File: config.mk
export PLATFORM = sky130hd
export DESIGN_NAME = pair_timer
export DESIGN_NICKNAME = d
export VERILOG_FILES = /design/src/rtl/pt_pkg.sv /design/src/rtl/pt_trig_filt.sv /design/src/rtl/pt_run_ctl.sv /design/src/rtl/pt_count.sv /design/src/rtl/pair_timer.sv
export SDC_FILE = /design/constraint.sdc
export NUM_CORES = 1
export LEC_CHECK = 0
export BUFFER_PORTS_ARGS = -buffer_cell sky130_fd_sc_hd__buf_2
export CAP_MARGIN = 25
export CORE_UTILIZATION = 40
export CTS_BUF_LIST = sky130_fd_sc_hd__clkbuf_8
export CTS_CLUSTER_DIAMETER = 40
export DETAILED_ROUTE_END_ITERATION = 10
export PLACE_DENSITY = 0.66
export SLEW_MARGIN = 20
export SYNTH_ARGS = -nofsm -noshare
export SYNTH_HDL_FRONTEND = slang
export SYNTH_HIERARCHICAL = 1
export SYNTH_SLANG_ARGS = --single-unit
export TNS_END_PERCENT = 20
File: constraint.sdc
create_clock -name clk_i -period 2.7 [get_ports clk_i]
set_clock_uncertainty 0.15 [all_clocks]
set_input_delay 0.54 -clock clk_i [delete_from_list [all_inputs] [get_ports clk_i]]
set_output_delay 0.54 -clock clk_i [all_outputs]
set_load 0.02 [all_outputs]
File: src/rtl/pt_pkg.sv
package pt_pkg;
  typedef enum logic [1:0] {
    ACT_HOLD = 2'd0,
    ACT_INC  = 2'd1,
    ACT_CLR  = 2'd2
  } cnt_act_e;
endpackage

File: src/rtl/pt_trig_filt.sv
module pt_trig_filt #(
  parameter int unsigned SYNC_STAGES = 2,
  parameter int unsigned HOLD_CYCLES = 3
) (
  input  logic clk_i,
  input  logic rst_ni,
  input  logic raw_i,
  output logic lvl_o,
  output logic rise_o,
  output logic fall_o
);
  localparam int unsigned HW = HOLD_CYCLES - 1;

  logic [SYNC_STAGES-1:0] sync_q;
  logic [HW-1:0]          hist_q, hist_d;
  logic [HOLD_CYCLES-1:0] window;
  logic                   lvl_q, lvl_d, rise_q, fall_q;

  always_comb begin
    window = {hist_q, sync_q[SYNC_STAGES-1]};
    hist_d = window[HW-1:0];
    if (&window)       lvl_d = 1'b1;
    else if (~|window) lvl_d = 1'b0;
    else               lvl_d = lvl_q;
  end

  always_ff @(posedge clk_i or negedge rst_ni) begin
    if (!rst_ni) begin
      sync_q <= '0;
      hist_q <= '0;
      lvl_q  <= 1'b0;
      rise_q <= 1'b0;
      fall_q <= 1'b0;
    end else begin
      sync_q <= {sync_q[SYNC_STAGES-2:0], raw_i};
      hist_q <= hist_d;
      lvl_q  <= lvl_d;
      rise_q <= lvl_d & ~lvl_q;
      fall_q <= ~lvl_d & lvl_q;
    end
  end

  assign lvl_o  = lvl_q;
  assign rise_o = rise_q;
  assign fall_o = fall_q;
endmodule

File: src/rtl/pt_run_ctl.sv
module pt_run_ctl (
  input  logic clk_i,
  input  logic rst_ni,
  input  logic start_ev_i,
  input  logic stop_ev_i,
  input  logic os_stop_i,
  output logic run_o
);
  logic run_q, run_d;

  always_comb begin
    if (start_ev_i)                  run_d = 1'b1;
    else if (stop_ev_i || os_stop_i) run_d = 1'b0;
    else                             run_d = run_q;
  end

  always_ff @(posedge clk_i or negedge rst_ni) begin
    if (!rst_ni) run_q <= 1'b0;
    else         run_q <= run_d;
  end

  assign run_o = run_q;
endmodule

File: src/rtl/pt_count.sv
module pt_count
  import pt_pkg::*;
#(
  parameter int unsigned W = 8
) (
  input  logic         clk_i,
  input  logic         rst_ni,
  input  cnt_act_e     act_i,
  output logic [W-1:0] cnt_o
);
  logic [W-1:0] cnt_q, cnt_d;

  always_comb begin
    unique case (act_i)
      ACT_CLR: cnt_d = '0;
      ACT_INC: cnt_d = cnt_q + W'(1);
      default: cnt_d = cnt_q;
    endcase
  end

  always_ff @(posedge clk_i or negedge rst_ni) begin
    if (!rst_ni) cnt_q <= '0;
    else         cnt_q <= cnt_d;
  end

  assign cnt_o = cnt_q;
endmodule

File: src/rtl/pair_timer.sv
module pair_timer
  import pt_pkg::*;
#(
  parameter int unsigned W    = 8,
  parameter int unsigned NSRC = 8
) (
  input  logic                          clk_i,
  input  logic                          rst_ni,
  input  logic [NSRC-1:0]               tick_i,
  input  logic [2*$clog2(NSRC)-1:0]     csel_i,
  input  logic [2*W-1:0]                period_i,
  input  logic [1:0]                    oneshot_i,
  input  logic [1:0]                    trig_en_i,
  input  logic [1:0]                    start_i,
  input  logic [1:0]                    stop_i,
  input  logic                          pair_i,
  input  logic [1:0]                    trigger_i,
  output logic [2*W-1:0]                count_o,
  output logic [1:0]                    irq_o,
  output logic [1:0]                    tog_o
);
  localparam int unsigned NCH   = 2;
  localparam int unsigned SEL_W = $clog2(NSRC);

  logic [NCH-1:0] tick_sel, run, rise, fall, lvl;
  logic [NCH-1:0] start_ev, stop_ev, os_stop, ce, match8, hit;
  logic [W-1:0]   cnt [NCH];
  logic [W-1:0]   per [NCH];
  cnt_act_e       act [NCH];
  logic           match16, hit_pair, carry, full_lo;
  logic [NCH-1:0] irq_q, tog_q, tog_d;

  for (genvar c = 0; c < NCH; c++) begin : g_ch
    assign per[c]      = period_i[c*W +: W];
    assign tick_sel[c] = tick_i[csel_i[c*SEL_W +: SEL_W]];
    assign start_ev[c] = trig_en_i[c] ? rise[c] : start_i[c];
    assign stop_ev[c]  = trig_en_i[c] ? fall[c] : stop_i[c];
    assign count_o[c*W +: W] = cnt[c];

    pt_trig_filt #(.SYNC_STAGES(2), .HOLD_CYCLES(3)) u_filt (
      .clk_i  (clk_i),
      .rst_ni (rst_ni),
      .raw_i  (trigger_i[c]),
      .lvl_o  (lvl[c]),
      .rise_o (rise[c]),
      .fall_o (fall[c])
    );

    pt_run_ctl u_run (
      .clk_i      (clk_i),
      .rst_ni     (rst_ni),
      .start_ev_i (start_ev[c]),
      .stop_ev_i  (stop_ev[c]),
      .os_stop_i  (os_stop[c]),
      .run_o      (run[c])
    );

    pt_count #(.W(W)) u_cnt (
      .clk_i  (clk_i),
      .rst_ni (rst_ni),
      .act_i  (act[c]),
      .cnt_o  (cnt[c])
    );
  end

  // Match, carry and counter actions for both the single and paired modes
  always_comb begin
    for (int c = 0; c < NCH; c++) begin
      ce[c]     = run[c] & tick_sel[c];
      match8[c] = (cnt[c] == per[c]);
    end
    full_lo  = &cnt[0];
    match16  = ({cnt[1], cnt[0]} == {per[1], per[0]});
    hit_pair = ce[0] & match16;
    carry    = ce[0] & full_lo & ~match16;

    hit[0] = ~pair_i & ce[0] & match8[0];
    hit[1] = pair_i ? hit_pair : (ce[1] & match8[1]);

    os_stop[0] = oneshot_i[0] & (pair_i ? hit_pair : hit[0]);
    os_stop[1] = ~pair_i & oneshot_i[1] & hit[1];

    if (start_ev[0] || hit[0] || (pair_i && hit_pair)) act[0] = ACT_CLR;
    else if (ce[0])                                    act[0] = ACT_INC;
    else                                               act[0] = ACT_HOLD;

    if (pair_i) begin
      if (start_ev[0] || hit_pair) act[1] = ACT_CLR;
      else if (carry)              act[1] = ACT_INC;
      else                         act[1] = ACT_HOLD;
    end else begin
      if (start_ev[1] || hit[1])   act[1] = ACT_CLR;
      else if (ce[1])              act[1] = ACT_INC;
      else                         act[1] = ACT_HOLD;
    end

    tog_d = tog_q ^ hit;
  end

  always_ff @(posedge clk_i or negedge rst_ni) begin
    if (!rst_ni) begin
      irq_q <= '0;
      tog_q <= '0;
    end else begin
      irq_q <= hit;
      tog_q <= tog_d;
    end
  end

  assign irq_o = irq_q;
  assign tog_o = tog_q;
endmodule

; ---- After elaboration in Yosys (flattened, before gate mapping)
; Index checks and enable logic that the tools add are counted.
[word_totals]
inputBits = 43
wordCells = 92
regBits = 36
[op_classes]
n_bitwise = 22
mux = 27
n_eq_ne = 7
n_reduce_logical = 16
n_addsub = 2
order_cmp = 2
[ops]
columns = operator, n
row1 = 8-bit one-hot mux with 2 select lines, 2
row2 = 1-bit two-way mux, 19
row3 = 8-bit by 1-bit adder with 8-bit output (second input constant), 2
row4 = 16-bit == test, 1
row5 = 8-bit == test, 2
row6 = 1-bit AND, 15
row7 = 3-bit by 4-bit less-than comparator with 1-bit output (second input constant), 2
row8 = 2-bit two-way mux, 4
row9 = 8-bit AND reduction, 1
row10 = 2-bit nonzero test, 4
row11 = 1-bit binary-select mux with 3-bit select, 2
row12 = 1-bit logical OR, 6
row13 = 1-bit NOT, 6
row14 = 3-bit AND reduction, 2
row15 = 3-bit OR reduction, 2
row16 = 2-bit by 1-bit == test with 1-bit output (second input constant), 2
row17 = 2-bit == test (second input constant), 2
row18 = 2-bit XOR, 1
row19 = 1-bit logical AND, 1

; ---- Longest topological paths before layout
; Gate-level depths: netlist of the first run.
[depth]
depth_word = 10
depth_mapped = 12
depth_no_buf = 10

; ---- By module
; The synthesis of the first run kept the hierarchy.
[modules_own_cells]
columns = mod, seq_area_each_um2, instances, area_per_inst_um2, cells_each
row1 = pt_count, 200.2, 2, 435.4, 43
row2 = pair_timer, 100.1, 1, 660.6, 74
row3 = pt_trig_filt, 175.2, 2, 222.7, 14
row4 = pt_run_ctl, 25.0, 2, 36.3, 3

; ---- Least setup slack after synthesis of the first run
; No wires, ideal clock.
[synth_path]
path_kind = input to register
startpoint = in csel_i[3]
endpoint = reg g_ch[1].u_cnt.cnt_q[5]
cell_stages = 10
required_time_ns = 2.473
setup_slack_ns = -0.286
setup_time_ns = 0.077
path_buffers = 1
arrival_ns = 2.758
path_cell_list = mux4_2 o2111ai_1 nor2_1 o32a_1 inv_1 ha_1 buf_6 nand4b_4 or3_1 a21oi_1
[synth_rtl]
columns = item, line_no
row1 = from (decl), pair_timer.sv:10  ; input logic [2*$clog2(NSRC)-1:0] csel_i,
row2 = to (signal assigned), pt_count.sv:23  ; else cnt_q <= cnt_d;
row3 = to (decl), pt_count.sv:11  ; logic [W-1:0] cnt_q, cnt_d;

==> results of run 1 <==
-- per-layer routing --
metal  wire [um]  up-vias  global-route usage [%]
met4         151        0                    9.62
met1        2170      917                    25.2
met3         284       16                    5.08
met2        2600       63                    36.2
met5           0        -                       0
li1            -      918                       -
-- how the worst max path moves through the flow --
stage	slack (ns)	endpoint	start
6_report	-0.02	g_ch[0].u_cnt/cnt_o[7]	g_ch[0].u_cnt/cnt_o[5]
5_1_grt	-0.15	g_ch[0].u_cnt/cnt_o[7]	g_ch[0].u_cnt/cnt_o[5]
4_1_cts	-0.03	g_ch[1].u_cnt/cnt_o[6]	csel_i[3]
3_5_place_dp	-0.41	g_ch[0].u_cnt/cnt_o[6]	period_i[5]
3_3_place_gp	-0.37	g_ch[1].u_cnt/cnt_o[6]	csel_i[0]
2_1_floorplan	-0.16	g_ch[1].u_cnt/cnt_o[5]	csel_i[3]
-- final cells by class --
type	count	area (sq um)	area share, %
repair buffers	103	618	21.1
multi-input cells	148	1180	40.3
clock inverters	1	30.0	1.02
clock buffers	7	96.3	3.28
flip-flops and latches	36	902	30.7
inverters	6	22.5	0.767
well taps	67	83.8	2.86
-- per-stage QoR --
| stage | TNS [ns] | std cells | total power, mW | utilization, % | cell area (sq um) |
|---|---|---|---|---|---|
| finish | -0.0270 | 368 | 1.39 | 60.9 | 2940 |
| global route | -0.769 | 368 | 1.47 | 60.9 | 2940 |
| CTS | -0.0328 | 367 | 1.39 | 59.9 | 2890 |
| detailed placement | -3.75 | 359 | 0.860 | 56.4 | 2720 |
| global placement | -2.56 | 359 | 0.851 | 56.4 | 2720 |
| floorplan | -0.778 | 194 | 0.737 | - | 2060 |
-- power breakdown --
part | switching (mW) | internal, mW
clock | 0.194 | 0.326
combinational | 0.143 | 0.144
sequential | 0.0195 | 0.563
total | 0.356 | 1.03
-- kinds of logic (layout without fill, tap and decap cells) --
family,after synthesis,in the layout,share of synthesized area [%]
buffers and inverters,10,117,2.99
DFF,36,36,44.0
adders and majority gates,4,4,2.44
AOI/OAI and AO/OA,41,41,13.0
muxes,12,12,7.45
and+or+nand+nor,72,72,22.0
xor gates and xnor gates,19,19,8.12
-- sequential cells by signal (all words and copies together) (netlist names) --
name,cells
tog_o,2
g_ch.u_filt/sync_q,4
g_ch.u_filt/hist_q,4
g_ch.u_filt/lvl_o,2
g_ch.u_filt/rise_o,2
g_ch.u_cnt/cnt_o,16
g_ch.u_run/run_o,2
irq_o,2
g_ch.u_filt/fall_o,2
-- critical path, stage by stage (launching register included) --
cell	delay, ns
dfrtp_1	0.39
xor2_1	0.16
nor4_2	0.35
nand2_1	0.20
nor3_2	0.25
a21o_1	0.18
inv_2	0.05
ha_4	0.22
nand4b_4	0.18
or3_4	0.38
a21oi_2	0.13
-- repair_timing --
item                       4_1_cts  5_1_grt
gates resized for setup          7       12
setup endpoints to repair        7        9
pin swaps                        4       11
buffers inserted                 0        1
-- cell usage in the layout (no fill, tap or decap), types with 4 or more instances in the layout --
| cell type | count |
|---|---|
| nand3_1 | 4 |
| dfrtp_1 | 35 |
| nand2_1 | 15 |
| xnor2_1 | 8 |
| clkbuf_8 | 7 |
| o21ai_1 | 7 |
| xor2_1 | 11 |
| mux2i_1 | 4 |
| nor2_1 | 8 |
| mux2_2 | 6 |
| a21oi_1 | 6 |
| nand4_1 | 6 |
| a21o_1 | 7 |
| buf_2 | 62 |
| nor3_2 | 5 |
| buf_4 | 41 |
| nor3_1 | 6 |
| o21ai_0 | 10 |
| inv_1 | 4 |
==> impl_metrics.py, run 1 <==
metrics = {
    "synthesis": {
        "synth_edf_count": 0,
        "yosysMostFrequentCell": "dfrtp_1",
        "synth_top_area_share_pct": 44.0,
        "syn_area_sq_mm": 0.00205,
        "syn_nets": 241,
        "synth_cell_types": 44,
        "synth_cells": 194,
        "synth_common_cells": "dfrtp_1 (36), nand2_1 (15), o21ai_0 (13), xor2_1 (11), nor3_1 (9)",
        "synth_seq_area_share_pct": 44.0,
        "synth_ff_type": "dfrtp_1",
        "synth.area.top_cells": "dfrtp_1 (44%), xor2_1 (4.7%), xnor2_1 (3.4%)",
        "syn_avg_cell_area_sq_um": 10.6,
        "ys_async_sr_fraction_pct": 100,
        "ys_warn_count": 6,
        "synth_top_area_cell": "dfrtp_1",
        "ys_ff_latch": 36,
    },
    "outcome": {
        "status": "complete, but fails checks",
        "violations": "setup timing",
    },
    "timing": {
        "max_clock_freq_mhz": 368,
        "setup_violations": 2,
        "setup_ws_ns": -0.0178,
        "hold_viol_final": 0,
        "finalMaxSlewViolations": 0,
        "worstMarginPinSlew_ns": 0.845,
        "min_period_ns": 2.72,
        "period_share_pct": 101,
        "holdWs_ns": 0.199,
        "relSlewSlack_pct": 43.7,
        "grt_setup_unrepaired": "yes",
    },
    "clock_network": {
        "clock-sinks": 36,
        "insertion_delay_ns": 0.29,
        "clk_pin_slew_ns": 0.07,
        "cts_buffer_depth": 2,
        "cts-htree-levels": 2,
        "cts_tree": "yes",
        "ctsHoldBuffers": 0,
        "cts_root_buf": "clkbuf_8",
        "cts_buffers": 5,
    },
    "worst_setup_path": {
        "rr_worst_depth": 10,
        "arrival_ns": 2.78,
        "r2r-end": "g_ch[0].u_cnt/cnt_o[7]",
        "reg2reg_from": "g_ch[0].u_cnt/cnt_o[5]",
        "worst_setup_path_start_kind": "flop",
        "cp_max_fo": 4,
        "setup.worst_path.end_class": "flop",
        "critPathKind": "reg2reg",
        "rrSetupSlack_ns": -0.02,
        "critPathRequiredTime_ns": 2.77,
    },
    "placed_design": {
        "dp_hpwl_um": 3910,
        "io_buffers": 62,
        "gp_congestion": 0.787,
        "place_ws_ns": -0.413,
    },
    "job": {
        "drv_cap": 0,
    },
    "route": {
        "num_vias": 1914,
        "drtIter0Drc": 102,
        "drt_pass1_iterations": 4,
        "detail-route-antenna-nets": 0,
        "viasPerCell": 5.20,
        "drc": 0,
        "wirelength_um": 5200,
        "avgRoutedWirePerCell_um": 14.1,
    },
    "grt": {
        "grt_usage_pct": 21.2,
        "antenna_found_initial": 0,
        "grt_pass1_vias": 1889,
        "grt_start_max_net_pins": 37,
        "grt_pass1_wl_um": 8590,
        "gr-total-overflow": 0,
    },
    "pwr": {
        "peakVddDrop_uv": 278,
        "p_leak_nw": 1.46,
        "power.density_mw_per_mm2": 473,
    },
    "finish": {
        "fillers": 434,
        "layout-drive-gt1-share_pct": 49.5,
        "syn_to_final_growth_pct": 43.2,
        "antenna_cells": 0,
        "fin_nets": 347,
    },
    "die": {
        "ios": 63,
        "start_util_pct": 42.5,
        "die_w_um": 73.6,
        "rows": 25,
        "die_height_um": 73.6,
        "coreArea_sq_mm": 0.00482,
        "dieArea_sq_mm": 0.00541,
    },
    "hold_path": {
        "hp-class": "in2async",
    },
}
Note: power is estimated with default switching activity, not from simulation.
==> run 2: changes to the inputs <==
- ABC_AREA: not set -> 1
==> run 2 against run 1 <==
Compared with the run above:
- utilization fell by 7.8 points
- maximum frequency rose by 11%
- count of clock-buffer cells in the layout did not move
- synthesized cell count rose by 52%
- global-route usage fell by 4.3 points
- worst hold slack got worse by 0.013 ns
- the flow now finishes without violations
==> impl_metrics.py, run 2 <==
metrics = {
    "timing": {
        "max_clock_freq_mhz": 407,
        "worstMarginPinSlew_ns": 0.803,
        "setup_violations": 0,
        "relSlewSlack_pct": 46.4,
        "finalMaxSlewViolations": 0,
        "period_share_pct": 91.0,
        "hold_viol_final": 0,
        "setup_ws_ns": 0.242,
        "holdWs_ns": 0.186,
        "min_period_ns": 2.46,
        "fin_tns_setup_ns": 0,
    },
    "finish": {
        "syn_to_final_growth_pct": 26.1,
        "most-common-layout-cells": "nand2_1 (90), buf_2 (62), inv_1 (48), dfrtp_1 (34), nor2_1 (29)",
        "fin_nets": 414,
        "largest_reg_flops": 16,
        "stdcell_count": 438,
        "mostFrequentLayoutCell": "nand2_1",
        "antenna_cells": 0,
        "post-route-util_pct": 53.1,
        "fin_area_sq_mm": 0.00275,
        "layout-drive-gt1-share_pct": 29.6,
    },
    "grt": {
        "grt_start_max_net_pins": 37,
        "grt_pass1_wl_um": 7190,
        "grt_usage_pct": 16.9,
        "antenna_found_initial": 0,
        "gr-total-overflow": 0,
        "grt_pass1_vias": 1708,
    },
    "clock_network": {
        "insertion_delay_ns": 0.29,
        "post_cts.repair.setup_buffers": 0,
        "cts_buffer_depth": 2,
        "clk_pin_slew_ns": 0.08,
        "ctsHoldBuffers": 0,
        "cts_tree": "yes",
        "clock-sinks": 36,
        "cts_root_buf": "clkbuf_8",
        "cts_buffers": 5,
        "cts-htree-levels": 2,
    },
    "synthesis": {
        "synth_cells": 294,
        "synth_cell_types": 26,
        "syn_nets": 341,
        "synth_edf_count": 0,
        "ys_warn_count": 6,
        "syn_area_sq_mm": 0.00218,
        "synth_top_area_share_pct": 41.3,
        "synth_ff_type": "dfrtp_1",
        "ys_ff_latch": 36,
        "synth_common_cells": "nand2_1 (91), inv_1 (48), dfrtp_1 (36), nor2_1 (29), nand3_1 (16)",
        "synth_top_area_cell": "dfrtp_1",
        "synth.area.top_cells": "dfrtp_1 (41%), nand2_1 (16%), inv_1 (8.3%)",
        "synth_seq_area_share_pct": 41.3,
        "syn_avg_cell_area_sq_um": 7.41,
        "yosysMostFrequentCell": "nand2_1",
        "ys_async_sr_fraction_pct": 100,
    },
    "hold_path": {
        "hp-class": "in2async",
    },
    "pwr": {
        "combPwrFrac_pct": 22.1,
        "power.density_mw_per_mm2": 530,
        "clkPwrFrac_pct": 35.7,
        "p_seq_share_pct": 42.2,
        "peakVddDrop_uv": 335,
        "power_mw": 1.46,
        "power.internal_mw": 1.04,
        "p_sw_uw": 420,
        "p_leak_nw": 1.53,
        "power_switching_share_pct": 28.8,
    },
    "route": {
        "avgRoutedWirePerCell_um": 10.2,
        "drc": 0,
        "drtIter0Drc": 65,
        "viasPerCell": 4.41,
        "drt_pass1_iterations": 4,
        "wirelength_um": 4470,
        "num_vias": 1932,
        "detail-route-antenna-nets": 0,
    },
    "die": {
        "die_w_um": 75.8,
        "start_util_pct": 42.1,
        "die_height_um": 75.8,
        "ios": 63,
        "dieArea_sq_mm": 0.00575,
        "coreArea_sq_mm": 0.00517,
        "rows": 26,
    },
    "job": {
        "drv_cap": 0,
    },
    "placed_design": {
        "gp_congestion": 0.775,
        "placed_cell_area_sq_mm": 0.00261,
        "io_buffers": 62,
        "dp_cells": 430,
        "place_ws_ns": -0.0228,
        "dp_hpwl_um": 3450,
    },
    "worst_setup_path": {
        "critPathRequiredTime_ns": 2.77,
        "crit_path_start": "g_ch[1].u_cnt/cnt_o[3]",
        "arrival_ns": 2.53,
        "setup.worst_path.end_class": "flop",
        "worst_setup_path_start_kind": "flop",
        "cp_max_fo": 6,
        "critPathKind": "reg2reg",
        "reg2reg_from": "g_ch[1].u_cnt/cnt_o[3]",
    },
    "outcome": {
        "status": "complete, no violations",
    },
}
-- run 2: routing by layer --
metal / vias to the layer above / track usage, % / wire (um)
met2: 46 / 28.2 / 2090
li1: 1036 / - / -
met4: 0 / 7.41 / 82
met3: 6 / 3.97 / 216
met5: - / 0 / 0
met1: 844 / 20.9 / 2080
-- run 2: worst paths after layout --
check                      slack, ns                        to  cells past startpoint
max                             0.24    g_ch[1].u_cnt/cnt_o[5]                     18
min                             0.19    g_ch[0].u_cnt/cnt_o[3]                      1
max reg2reg                     0.24    g_ch[1].u_cnt/cnt_o[5]                     18
min reg2reg                     0.20  g_ch[0].u_filt/sync_q[1]                      0
max in group asynchronous       1.66    g_ch[1].u_cnt/cnt_o[0]                      1
min in group clk_i              0.20  g_ch[0].u_filt/sync_q[1]                      0
-- run 2: kinds of logic (layout without fill, tap and decap cells) --
logic type / Yosys count / count (layout) / share of synthesized area (%)
flip-flops: 36 / 36 / 41.3
adder cells (fa/ha/maj): 4 / 4 / 2.30
XOR/XNOR: 11 / 11 / 4.42
AO/OA/AOI/OAI: 16 / 16 / 4.08
buffers and inverters: 58 / 132 / 10.1
AND/OR/NAND/NOR: 167 / 167 / 36.7
multiplexers: 2 / 2 / 1.03
-- run 2: area by class of cell --
cell class                 instances  area (sq um)
clock inverter                     1          30.0
inverter                          56           210
sequential                        36           903
timing repair buffer              68           355
tap                               70          87.6
clock buffer                       7          96.3
multi-input combinational        200          1070
fill                             509          2420
-- run 2: power groups by stage --
stage / Clock, mW / Combinational, mW / Sequential, mW
after detailed placement: 0 / 0.323 / 0.624
after global routing: 0.552 / 0.369 / 0.622
after global placement: 0 / 0.321 / 0.623
after floorplan: 0 / 0.173 / 0.656
final: 0.520 / 0.322 / 0.615
after CTS: 0.539 / 0.326 / 0.613
-- run 2: timing repair --
| action | CTS | global route |
|---|---|---|
| resized for setup | 0 | 4 |
| setup endpoints to repair | 0 | 6 |
| endpoints found under the hold margin | 0 | 0 |
-- run 2: worst max-delay path: stages (launching register included) --
cell	delay, ns
dfrtp_2	0.45
xnor2_1	0.15
nand2_1	0.08
nor2_1	0.13
nand2_2	0.12
nor2_4	0.14
nand2_4	0.10
nand3_2	0.06
nand2_1	0.05
nand2_1	0.05
inv_1	0.04
ha_1	0.30
inv_2	0.11
nand2_2	0.07
nor2_4	0.14
nand2_1	0.07
nand2_1	0.05
inv_1	0.03
nor2_1	0.10
